### src/rtl/dma_irq_pkg.sv
package dma_irq_pkg;
  localparam int FLOW_W         = 3;
  localparam int FETCH_FLOW_MIN = 4;
  localparam int STAT_W         = 4;
  localparam int BIT_DONE       = 0;
  localparam int BIT_ERR        = 1;

  // Packed MSB first: bit3 running, bit2 fetch, bit1 error, bit0 done.
  typedef struct packed {
    logic run;
    logic fetch;
    logic err;
    logic done;
  } chan_stat_t;
endpackage

### src/rtl/dma_irq_rst_sync.sv
module dma_irq_rst_sync #(
  parameter int STAGES = 2
) (
  input  logic clk,
  input  logic rst_ni,
  output logic rst_sync_no
);
  logic [STAGES-1:0] sync_q;

  always_ff @(posedge clk or negedge rst_ni) begin
    if (!rst_ni) sync_q <= '0;
    else         sync_q <= {sync_q[STAGES-2:0], 1'b1};
  end

  assign rst_sync_no = sync_q[STAGES-1];
endmodule

### src/rtl/dma_irq_chan.sv
module dma_irq_chan
  import dma_irq_pkg::*;
(
  input  logic              clk,
  input  logic              rst_ni,
  input  logic              ev_done,
  input  logic              ev_err,
  input  logic              ev_fetch_start,
  input  logic              ev_fetch_end,
  input  logic              ev_stop,
  input  logic              cfg_wr,
  input  logic              cfg_en,
  input  logic [FLOW_W-1:0] cfg_flow,
  input  logic              clr_done,
  input  logic              clr_err,
  output chan_stat_t        stat_o
);
  chan_stat_t stat_q, stat_d;
  logic       upd;

  // Clock enable: the word only moves when something touches it.
  assign upd = ev_done | ev_err | ev_fetch_start | ev_fetch_end | ev_stop
             | cfg_wr | clr_done | clr_err;

  always_comb begin
    stat_d = stat_q;
    // Sticky flags: hardware set wins over software clear.
    stat_d.done = ev_done | (stat_q.done & ~clr_done);
    stat_d.err  = ev_err  | (stat_q.err  & ~clr_err);
    // Live flags: config write first, then stop, then fetch events.
    if (cfg_wr) begin
      stat_d.run   = cfg_en;
      stat_d.fetch = cfg_en & (cfg_flow >= FLOW_W'(FETCH_FLOW_MIN));
    end else if (ev_stop) begin
      stat_d.run   = 1'b0;
      stat_d.fetch = 1'b0;
    end else if (ev_fetch_start & stat_q.run) begin
      stat_d.fetch = 1'b1;
    end else if (ev_fetch_end) begin
      stat_d.fetch = 1'b0;
    end
  end

  always_ff @(posedge clk or negedge rst_ni) begin
    if (!rst_ni)  stat_q <= '0;
    else if (upd) stat_q <= stat_d;
  end

  assign stat_o = stat_q;
endmodule

### src/rtl/dma_irq_rdmux.sv
module dma_irq_rdmux
  import dma_irq_pkg::*;
#(
  parameter int NCH = 4,
  parameter int DW  = 16
) (
  input  logic [NCH*STAT_W-1:0] stat_flat_i,
  input  logic [NCH-1:0]        sel_i,
  output logic [DW-1:0]         rdata_o
);
  logic [STAT_W-1:0] word;

  always_comb begin
    word = '0;
    for (int i = 0; i < NCH; i++) begin
      if (sel_i[i]) word = word | stat_flat_i[i*STAT_W +: STAT_W];
    end
    rdata_o = '0;
    rdata_o[STAT_W-1:0] = word;
  end
endmodule

### src/rtl/dma_irq_status_agg.sv
module dma_irq_status_agg
  import dma_irq_pkg::*;
#(
  parameter int NCH = 4,
  parameter int DW  = 16,
  parameter int AW  = (NCH > 1) ? $clog2(NCH) : 1
) (
  input  logic                  clk,
  input  logic                  rst_ni,
  input  logic [NCH-1:0]        ev_done_i,
  input  logic [NCH-1:0]        ev_err_i,
  input  logic [NCH-1:0]        ev_fetch_start_i,
  input  logic [NCH-1:0]        ev_fetch_end_i,
  input  logic [NCH-1:0]        ev_stop_i,
  input  logic [NCH-1:0]        cfg_wr_i,
  input  logic [NCH-1:0]        cfg_en_i,
  input  logic [NCH*FLOW_W-1:0] cfg_flow_i,
  input  logic [AW-1:0]         reg_addr_i,
  input  logic                  reg_wr_i,
  input  logic [DW-1:0]         reg_wdata_i,
  output logic [DW-1:0]         reg_rdata_o,
  output logic [NCH-1:0]        irq_data_o,
  output logic                  irq_err_o
);
  logic                  rst_sync_n;
  logic [NCH-1:0]        sel;
  logic [NCH-1:0]        err_vec;
  logic [NCH*STAT_W-1:0] stat_flat;
  logic                  unused_wdata;

  assign unused_wdata = ^reg_wdata_i[DW-1:2];

  dma_irq_rst_sync #(.STAGES(2)) u_rst_sync (
    .clk        (clk),
    .rst_ni     (rst_ni),
    .rst_sync_no(rst_sync_n)
  );

  for (genvar g = 0; g < NCH; g++) begin : g_chan
    chan_stat_t st;

    assign sel[g] = (reg_addr_i == AW'(g));

    dma_irq_chan u_chan (
      .clk           (clk),
      .rst_ni        (rst_sync_n),
      .ev_done       (ev_done_i[g]),
      .ev_err        (ev_err_i[g]),
      .ev_fetch_start(ev_fetch_start_i[g]),
      .ev_fetch_end  (ev_fetch_end_i[g]),
      .ev_stop       (ev_stop_i[g]),
      .cfg_wr        (cfg_wr_i[g]),
      .cfg_en        (cfg_en_i[g]),
      .cfg_flow      (cfg_flow_i[g*FLOW_W +: FLOW_W]),
      .clr_done      (reg_wr_i & sel[g] & reg_wdata_i[BIT_DONE]),
      .clr_err       (reg_wr_i & sel[g] & reg_wdata_i[BIT_ERR]),
      .stat_o        (st)
    );

    assign stat_flat[g*STAT_W +: STAT_W] = st;
    assign irq_data_o[g] = st.done;
    assign err_vec[g]    = st.err;
  end

  assign irq_err_o = |err_vec;

  dma_irq_rdmux #(.NCH(NCH), .DW(DW)) u_rdmux (
    .stat_flat_i(stat_flat),
    .sel_i      (sel),
    .rdata_o    (reg_rdata_o)
  );
endmodule

### config.mk
export PLATFORM = sky130hd
export DESIGN_NAME = dma_irq_status_agg
export DESIGN_NICKNAME = d
export VERILOG_FILES = /design/src/rtl/dma_irq_pkg.sv /design/src/rtl/dma_irq_rst_sync.sv /design/src/rtl/dma_irq_chan.sv /design/src/rtl/dma_irq_rdmux.sv /design/src/rtl/dma_irq_status_agg.sv
export SDC_FILE = /design/constraint.sdc
export NUM_CORES = 1
export LEC_CHECK = 0
export ABC_AREA = 1
export BUFFER_PORTS_ARGS = -buffer_cell sky130_fd_sc_hd__buf_2
export CORE_MARGIN = 10
export CORE_UTILIZATION = 43
export DETAILED_ROUTE_END_ITERATION = 8
export HOLD_SLACK_MARGIN = 0.06
export PLACE_DENSITY = 0.84
export SLEW_MARGIN = 15
export SYNTH_ARGS = -nofsm -noshare
export SYNTH_HDL_FRONTEND = slang
export SYNTH_SLANG_ARGS = --single-unit
### constraint.sdc
create_clock -name clk -period 1.9 [get_ports clk]
set_input_delay 0.38 -clock clk [delete_from_list [all_inputs] [get_ports clk]]
set_output_delay 0.38 -clock clk [all_outputs]
set_load 0.1 [all_outputs]
==> results of run 1 <==
[power groups by stage]
stage	logic [mW]	clock network, mW	registers, mW
5_1_grt	0.389	0.259	0.427
3_5_place_dp	0.362	0	0.431
3_3_place_gp	0.359	0	0.430
4_1_cts	0.364	0.241	0.423
2_1_floorplan	0.285	0	0.424
6_report	0.363	0.233	0.423
[Yosys cell counts (all sizes together)]
cell	number	area share, %
nor2	19	6.3
nand4	10	5.5
dfrtp	18	40
nand2	57	19
nand3	18	7.9
conb	2	0.66
buf	19	12
inv	26	8.6
[layer usage]
layer | part of all wire, % | vias up | wire (um)
met2 | 47 | 41 | 1270
met3 | 10 | 2 | 275
met5 | 0 | - | 0
met4 | 0.22 | 0 | 6
met1 | 42 | 459 | 1140
li1 | - | 582 | -
[final cells by class]
type,count,area share [%]
clock buffer,4,2.54
inverter,26,6.83
multi-input combinational,117,34.1
timing repair buffer,50,22.4
tap,30,2.63
sequential,18,31.5
[state kept, by name (all words and copies together), names as in the netlist]
name,cells
u_rst_sync.sync_q,2
g_chan.u_chan.stat_o,16
[worst paths after layout]
kind,start,to,slack [ps],cells past startpoint
max,reg_addr_i[0],reg_rdata_o[2],170,7
min in group asynchronous,u_rst_sync.sync_q[1],g_chan[1].u_chan.stat_o[2],270,0
min reg2reg,u_rst_sync.sync_q[1],g_chan[1].u_chan.stat_o[2],270,0
min,ev_done_i[2],g_chan[2].u_chan.stat_o[0],260,3
max in group asynchronous,u_rst_sync.sync_q[1],g_chan[1].u_chan.stat_o[3],1230,0
max reg2reg,g_chan[3].u_chan.stat_o[3],g_chan[3].u_chan.stat_o[2],1120,4
[cell families (layout without fill, tap and decap cells)]
group / after synthesis / after routing
DFF: 18 / 18
and+or+nand+nor: 104 / 104
other: 2 / 13
buffers and inverters: 45 / 80
[through the flow]
step                      instances  power [mW]  setup slack [ps]  util [%]
after floorplan                 180       0.709               105         -
after global placement          240       0.788               195      55.3
after detailed placement        240       0.793               176      55.3
after CTS                       245        1.03               174      57.2
after global routing            245        1.07              42.3      57.2
final                           245        1.02               173      57.2
[worst register-to-register path: cells and delay by family (launching register included)]
kind | cells | cell delay (ps)
DFF | 1 | 420
and+or+nand+nor | 4 | 260
[repair_timing]
item,4_1_cts,5_1_grt
endpoints found under the setup margin,0,0
hold buffers,1,0
endpoints found under the hold margin,2,0
[placed cells by master, fill, tap and decap left out]
cell type / count
inv_1: 26
clkbuf_4: 3
conb_1: 13
buf_2: 43
dfrtp_1: 18
dlygate4sd3_1: 1
clkbuf_8: 1
buf_12: 4
nand2_1: 57
nand4_1: 10
buf_4: 2
nor2_1: 19
nand3_1: 18
==> load_flow_metrics.sql, run 1 <==
INSERT INTO impl_metrics (metric_group, metric, value, unit) VALUES
('outcome', 'status', 'completed', ''),
('clock_network', 'clock_tree.buffer_depth', '2', ''),
('routing', 'drtAntennaViolNets', '0', ''),
('floorplan', 'num_io_pins', '82', ''),
('routing', 'firstDrtPassIters', '4', ''),
('worst_setup_path', 'worstSetupStartpointType', 'input pin', ''),
('worst_setup_path', 'timing_worst_setup_path_type', 'input pin to output pin', ''),
('power', 'worst_ir_drop_vdd', '0.522', 'mV'),
('place', 'post-dp-hpwl', '2.34', 'mm'),
('global_routing', 'grt_pass1_vias', '1061', ''),
('worst_setup_path', 'worst_ep_required_time', '1520', 'ps'),
('layout', 'multi_input_comb_area', '487', 'um^2'),
('logic_synthesis', 'synthCells', '169', ''),
('logic_synthesis', 'postSynthAreaPerCell', '6.71', 'um^2'),
('power', 'power_frac_clock', '22.9', '%'),
('power', 'p_sw', '0.406', 'mW'),
('logic_synthesis', 'yosys.cell_types.count', '9', ''),
('worst_setup_path', 'crit_path_max_incr_delay', '340', 'ps'),
('clock_network', 'cts_tree', 'yes', ''),
('worst_setup_path', 'worstPathArrival', '1350', 'ps'),
('power', 'power.switching_fraction', '39.8', '%'),
('global_routing', 'global_route.overflow_total', '0', ''),
('logic_synthesis', 'synthesis.yosys.warnings', '0', ''),
('power', 'p_int', '0.614', 'mW'),
('power', 'power_density', '713', 'nW/um^2'),
('layout', 'antennaDiodeCount', '0', ''),
('logic_synthesis', 'area_fraction_in_compound_gates_after_synthesis', '0', '%'),
('logic_synthesis', 'synth_xor_xnor_area_share', '0', '%'),
('logic_synthesis', 'yosys.area_share.simple', '38.6', '%'),
('global_routing', 'grt_pass1_wl', '4.40', 'mm'),
('global_routing', 'met3_track_usage_gr', '5.79', '%'),
('power', 'p_leak', '0.857', 'nW'),
('layout', 'finish.net_count', '277', ''),
('worst_setup_path', 'number_of_buffers_and_inverters_on_the_critical_path', '3', ''),
('layout', 'area_growth_syn_to_layout', '26.0', '%'),
('clock_network', 'path_clk_slew', '100', 'ps'),
('floorplan', 'design.die.area', '5090', 'um^2'),
('routing', 'remaining_drc_errors', '0', ''),
('global_routing', 'global_route.usage.met1', '11.8', '%'),
('clock_network', 'numClockSinks', '18', ''),
('logic_synthesis', 'synthesis.area', '1130', 'um^2'),
('routing', 'dr.first_iter.drc_count', '35', ''),
('sta', 'shortest_period_the_worst_path_allows', '1730', 'ps'),
('sta', 'hold_viol', '0', ''),
('worst_setup_path', 'path_cells', 'buf_2, nor2_1, nand2_1, nand2_1, inv_1, nand2_1, buf_12', ''),
('floorplan', 'die_w', '71.3', 'um'),
('logic_synthesis', 'seq_area_frac_synth', '39.7', '%'),
('logic_synthesis', 'synth_top_family_by_area', 'simple AND/OR/NAND/NOR gates', ''),
('global_routing', 'globalRouteMet2Util', '16.7', '%'),
('routing', 'routed_wire_length_per_instance', '11.0', 'um'),
('global_routing', 'grt_resource_usage_total', '10.3', '%'),
('layout', 'fillers', '248', ''),
('min_path', 'hold_path_class', 'input pin to register', ''),
('worst_setup_path', 'critPathMaxFanout', '7', ''),
('sta', 'finalCritPeriodShare', '90.9', '%'),
('place', 'placement.io_buffers', '47', ''),
('floorplan', 'floorplan.initialDensity', '45.3', '%'),
('layout', 'drive_above_1_share', '24.7', '%'),
('place', 'gp_congestion', '0.779', ''),
('worst_setup_path', 'crit_family', 'simple AND/OR/NAND/NOR gates', ''),
('sta', 'setup_viol', '0', ''),
('sta', 'timing.final.max_slew_violations', '0', ''),
('clock_network', 'clock_latency', '290', 'ps'),
('sta', 'unrepaired_setup_endpoints_after_global_routing', 'false', ''),
('global_routing', 'grt.busiest_layer', 'met2', ''),
('worst_setup_path', 'critPathSlowestCell', 'nor2_1', ''),
('layout', 'area.sequential', '450', 'um^2'),
('layout', 'layout.cell_area.non_filler', '1430', 'um^2'),
('sta', 'clock_skew', '2.77', 'ps'),
('sta', 'transition_at_the_pin_with_the_smallest_max_transition_slack', '639', 'ps'),
('worst_setup_path', 'end_kind', 'output pin', '');
(Power assumes the default switching activity.)
==> run 2, diff against run 1 <==
==> constraint.sdc (replaced) <==
create_clock -name clk -period 1.9 [get_ports clk]
set_input_delay 0.38 -clock clk [delete_from_list [all_inputs] [get_ports clk]]
set_output_delay 0.38 -clock clk [all_outputs]
set_load 0.01 [all_outputs]
==> load_flow_metrics.sql, run 2 (synthesized netlist as in run 1, its figures left out) <==
INSERT INTO impl_metrics (metric_group, metric, value, unit) VALUES
('place', 'placement.io_buffers', '47', ''),
('sta', 'unrepaired_setup_endpoints_after_global_routing', 'false', ''),
('outcome', 'status', 'completed', ''),
('place', 'gp_congestion', '0.807', ''),
('clock_network', 'root_buffer', 'clkbuf_4', ''),
('sta', 'hold_viol', '0', ''),
('worst_setup_path', 'worst_ep_required_time', '1520', 'ps'),
('power', 'p_sw', '0.221', 'mW'),
('global_routing', 'grt_pass1_wl', '4.33', 'mm'),
('layout', 'largest_register_ffs', '16', ''),
('worst_setup_path', 'critPathSlowestCell', 'nor2_1', ''),
('worst_setup_path', 'crit_family', 'simple AND/OR/NAND/NOR gates', ''),
('global_routing', 'grt_resource_usage_total', '9.93', '%'),
('clock_network', 'path_clk_slew', '100', 'ps'),
('worst_setup_path', 'r2r_cells', '4', ''),
('layout', 'layout_commonest_cell', 'nand2_1', ''),
('floorplan', 'num_io_pins', '82', ''),
('power', 'power_frac_clock', '28.3', '%'),
('worst_setup_path', 'number_of_buffers_and_inverters_on_the_critical_path', '3', ''),
('floorplan', 'coreArea', '2500', 'um^2'),
('sta', 'shortest_period_the_worst_path_allows', '1670', 'ps'),
('sta', 'worst_slack', '226', 'ps'),
('worst_setup_path', 'critPathMaxFanout', '14', ''),
('layout', 'final-instance-count-excl-fill', '244', ''),
('routing', 'drtAntennaViolNets', '0', ''),
('sta', 'setup-tns-final', '0', 'ps'),
('layout', 'layout.cells.most_common_list', '57 x nand2_1, 47 x buf_2, 26 x inv_1', ''),
('power', 'power_density', '592', 'nW/um^2'),
('sta', 'timing.final.max_slew_violations', '0', ''),
('routing', 'remaining_drc_errors', '0', ''),
('global_routing', 'grt_antenna_before_repair', '0', ''),
('power', 'p_leak', '0.832', 'nW'),
('sta', 'transition_at_the_pin_with_the_smallest_max_transition_slack', '606', 'ps'),
('power', 'power_frac_seq', '52.3', '%'),
('floorplan', 'floorplan.initialDensity', '45.3', '%'),
('clock_network', 'numClockSinks', '18', ''),
('routing', 'routed_wire_length_per_instance', '11.0', 'um'),
('worst_setup_path', 'end_kind', 'output pin', ''),
('routing', 'wirelength_met1', '1.11', 'mm'),
('power', 'worst_ir_drop_vdd', '0.457', 'mV'),
('sta', 'max_freq', '598', 'MHz'),
('floorplan', 'num_rows', '18', ''),
('worst_setup_path', 'path_cells', 'buf_2, nor2_1, nand2_1, nand2_1, inv_1, nand2_1, buf_2', ''),
('worst_setup_path', 'cpMostUsedCell', 'nand2_1', ''),
('place', 'placed_cells', '239', ''),
('run', 'cap_violations', '0', ''),
('worst_setup_path', 'worstSetupStartpointType', 'input pin', ''),
('sta', 'relSlewSlack', '59.6', '%'),
('layout', 'antennaDiodeCount', '0', ''),
('routing', 'route.top_layer_used', 'met4', ''),
('sta', 'finalCritPeriodShare', '88.1', '%'),
('worst_setup_path', 'worstPathArrival', '1290', 'ps'),
('clock_network', 'clock_tree.buffer_depth', '2', ''),
('clock_network', 'cts_tree', 'yes', ''),
('clock_network', 'post-cts-setup-buffer-count', '0', ''),
('worst_setup_path', 'crit_path_max_incr_delay', '350', 'ps'),
('sta', 'clock_skew', '7.28', 'ps'),
('global_routing', 'grt_pass1_vias', '1017', ''),
('clock_network', 'clock_latency', '290', 'ps'),
('worst_setup_path', 'critical_path_cell_count', '7', ''),
('worst_setup_path', 'timing_worst_setup_path_type', 'input pin to output pin', ''),
('routing', 'routed_wirelength', '2.67', 'mm'),
('power', 'power.share.combinational', '19.4', '%'),
('min_path', 'hold_path_class', 'register to async pin', ''),
('global_routing', 'pin_count_of_the_biggest_net_entering_global_routing', '17', ''),
('floorplan', 'die-height', '71.3', 'um'),
('clock_network', 'ctsHtreeMaxLevel', '1', ''),
('routing', 'dr.first_iter.drc_count', '23', ''),
('place', 'post-dp-hpwl', '2.29', 'mm'),
('layout', 'finish.net_count', '276', ''),
('layout', 'area_growth_syn_to_layout', '20.1', '%'),
('place', 'pre_cts_ws', '198', 'ps'),
('layout', 'drive_above_1_share', '24.3', '%'),
('routing', 'avgViaCountPerCell', '4.43', ''),
('routing', 'detailroute.via_count', '1082', ''),
('routing', 'met2_length', '1.22', 'mm'),
('sta', 'setup_viol', '0', ''),
('global_routing', 'global_route.overflow_total', '0', ''),
('power', 'power.switching_fraction', '27.4', '%'),
('routing', 'firstDrtPassIters', '4', ''),
('clock_network', 'cts_inserted_buffers', '3', ''),
('floorplan', 'die_w', '71.3', 'um'),
('routing', 'met3RoutedLength', '301', 'um'),
('power', 'p_int', '0.585', 'mW'),
('floorplan', 'design.die.area', '5090', 'um^2');
-- run 2: cell types whose count changed in the layout (fill, tap and decap cells not counted), sizes merged --
cell  delta
buf      -1
-- run 2: power by group through the flow --
| stage | registers (mW) | clock network [mW] | logic [mW] |
|---|---|---|---|
| floorplan | 0.424 | 0 | 0.110 |
| detailed placement | 0.430 | 0 | 0.155 |
| global route | 0.426 | 0.255 | 0.181 |
| CTS | 0.423 | 0.237 | 0.157 |
| finish | 0.422 | 0.228 | 0.156 |
| global placement | 0.429 | 0 | 0.151 |
-- run 2: worst paths after layout --
check                      slack [ps]                         end                  startpoint
setup reg to reg                 1120  g_chan[3].u_chan.stat_o[2]  g_chan[3].u_chan.stat_o[3]
min in group clk                  260  g_chan[3].u_chan.stat_o[1]                 ev_err_i[3]
max in group asynchronous        1260  g_chan[1].u_chan.stat_o[0]        u_rst_sync.sync_q[1]
setup / recovery                  230              reg_rdata_o[2]               reg_addr_i[1]
hold / removal                    240  g_chan[3].u_chan.stat_o[1]        u_rst_sync.sync_q[1]
hold reg to reg                   240  g_chan[3].u_chan.stat_o[1]        u_rst_sync.sync_q[1]
-- run 2: what timing repair did --
item	4_1_cts	5_1_grt
hold buffers	1	0
endpoints found under the hold margin	2	0
resized for setup	0	0
-- run 2: cell type report --
type	instances	area, um^2
Timing Repair Buffer	49	253
Clock buffer	4	36.3
Sequential cell	18	450
Fill cell	276	1140
Multi-Input combinational cell	117	487
Tap cell	30	37.5
Inverter	26	97.6
-- run 2: metal layers --
| layer | track usage, % | vias up |
|---|---|---|
| li1 | - | 581 |
| met1 | 11.5 | 453 |
| met2 | 15.5 | 42 |
| met3 | 4.96 | 6 |
| met4 | 3.44 | 0 |
| met5 | 0 | - |
-- run 2: stage by stage --
step | util [%] | total power [mW] | hold slack, ps | area (um^2)
floorplan | - | 0.534 | 84.4 | 1170
global placement | 52.6 | 0.580 | 166 | 1320
global route | 54.5 | 0.862 | 252 | 1360
finish | 54.5 | 0.805 | 244 | 1360
detailed placement | 52.6 | 0.585 | 167 | 1320
CTS | 54.5 | 0.817 | 257 | 1360
-- run 2: worst reg2reg max path, cell delays in order (launching register included) --
cell	delay (ps)
dfrtp_1	410
nand2_1	100
nor2_1	50
nor2_1	80
nand2_1	50
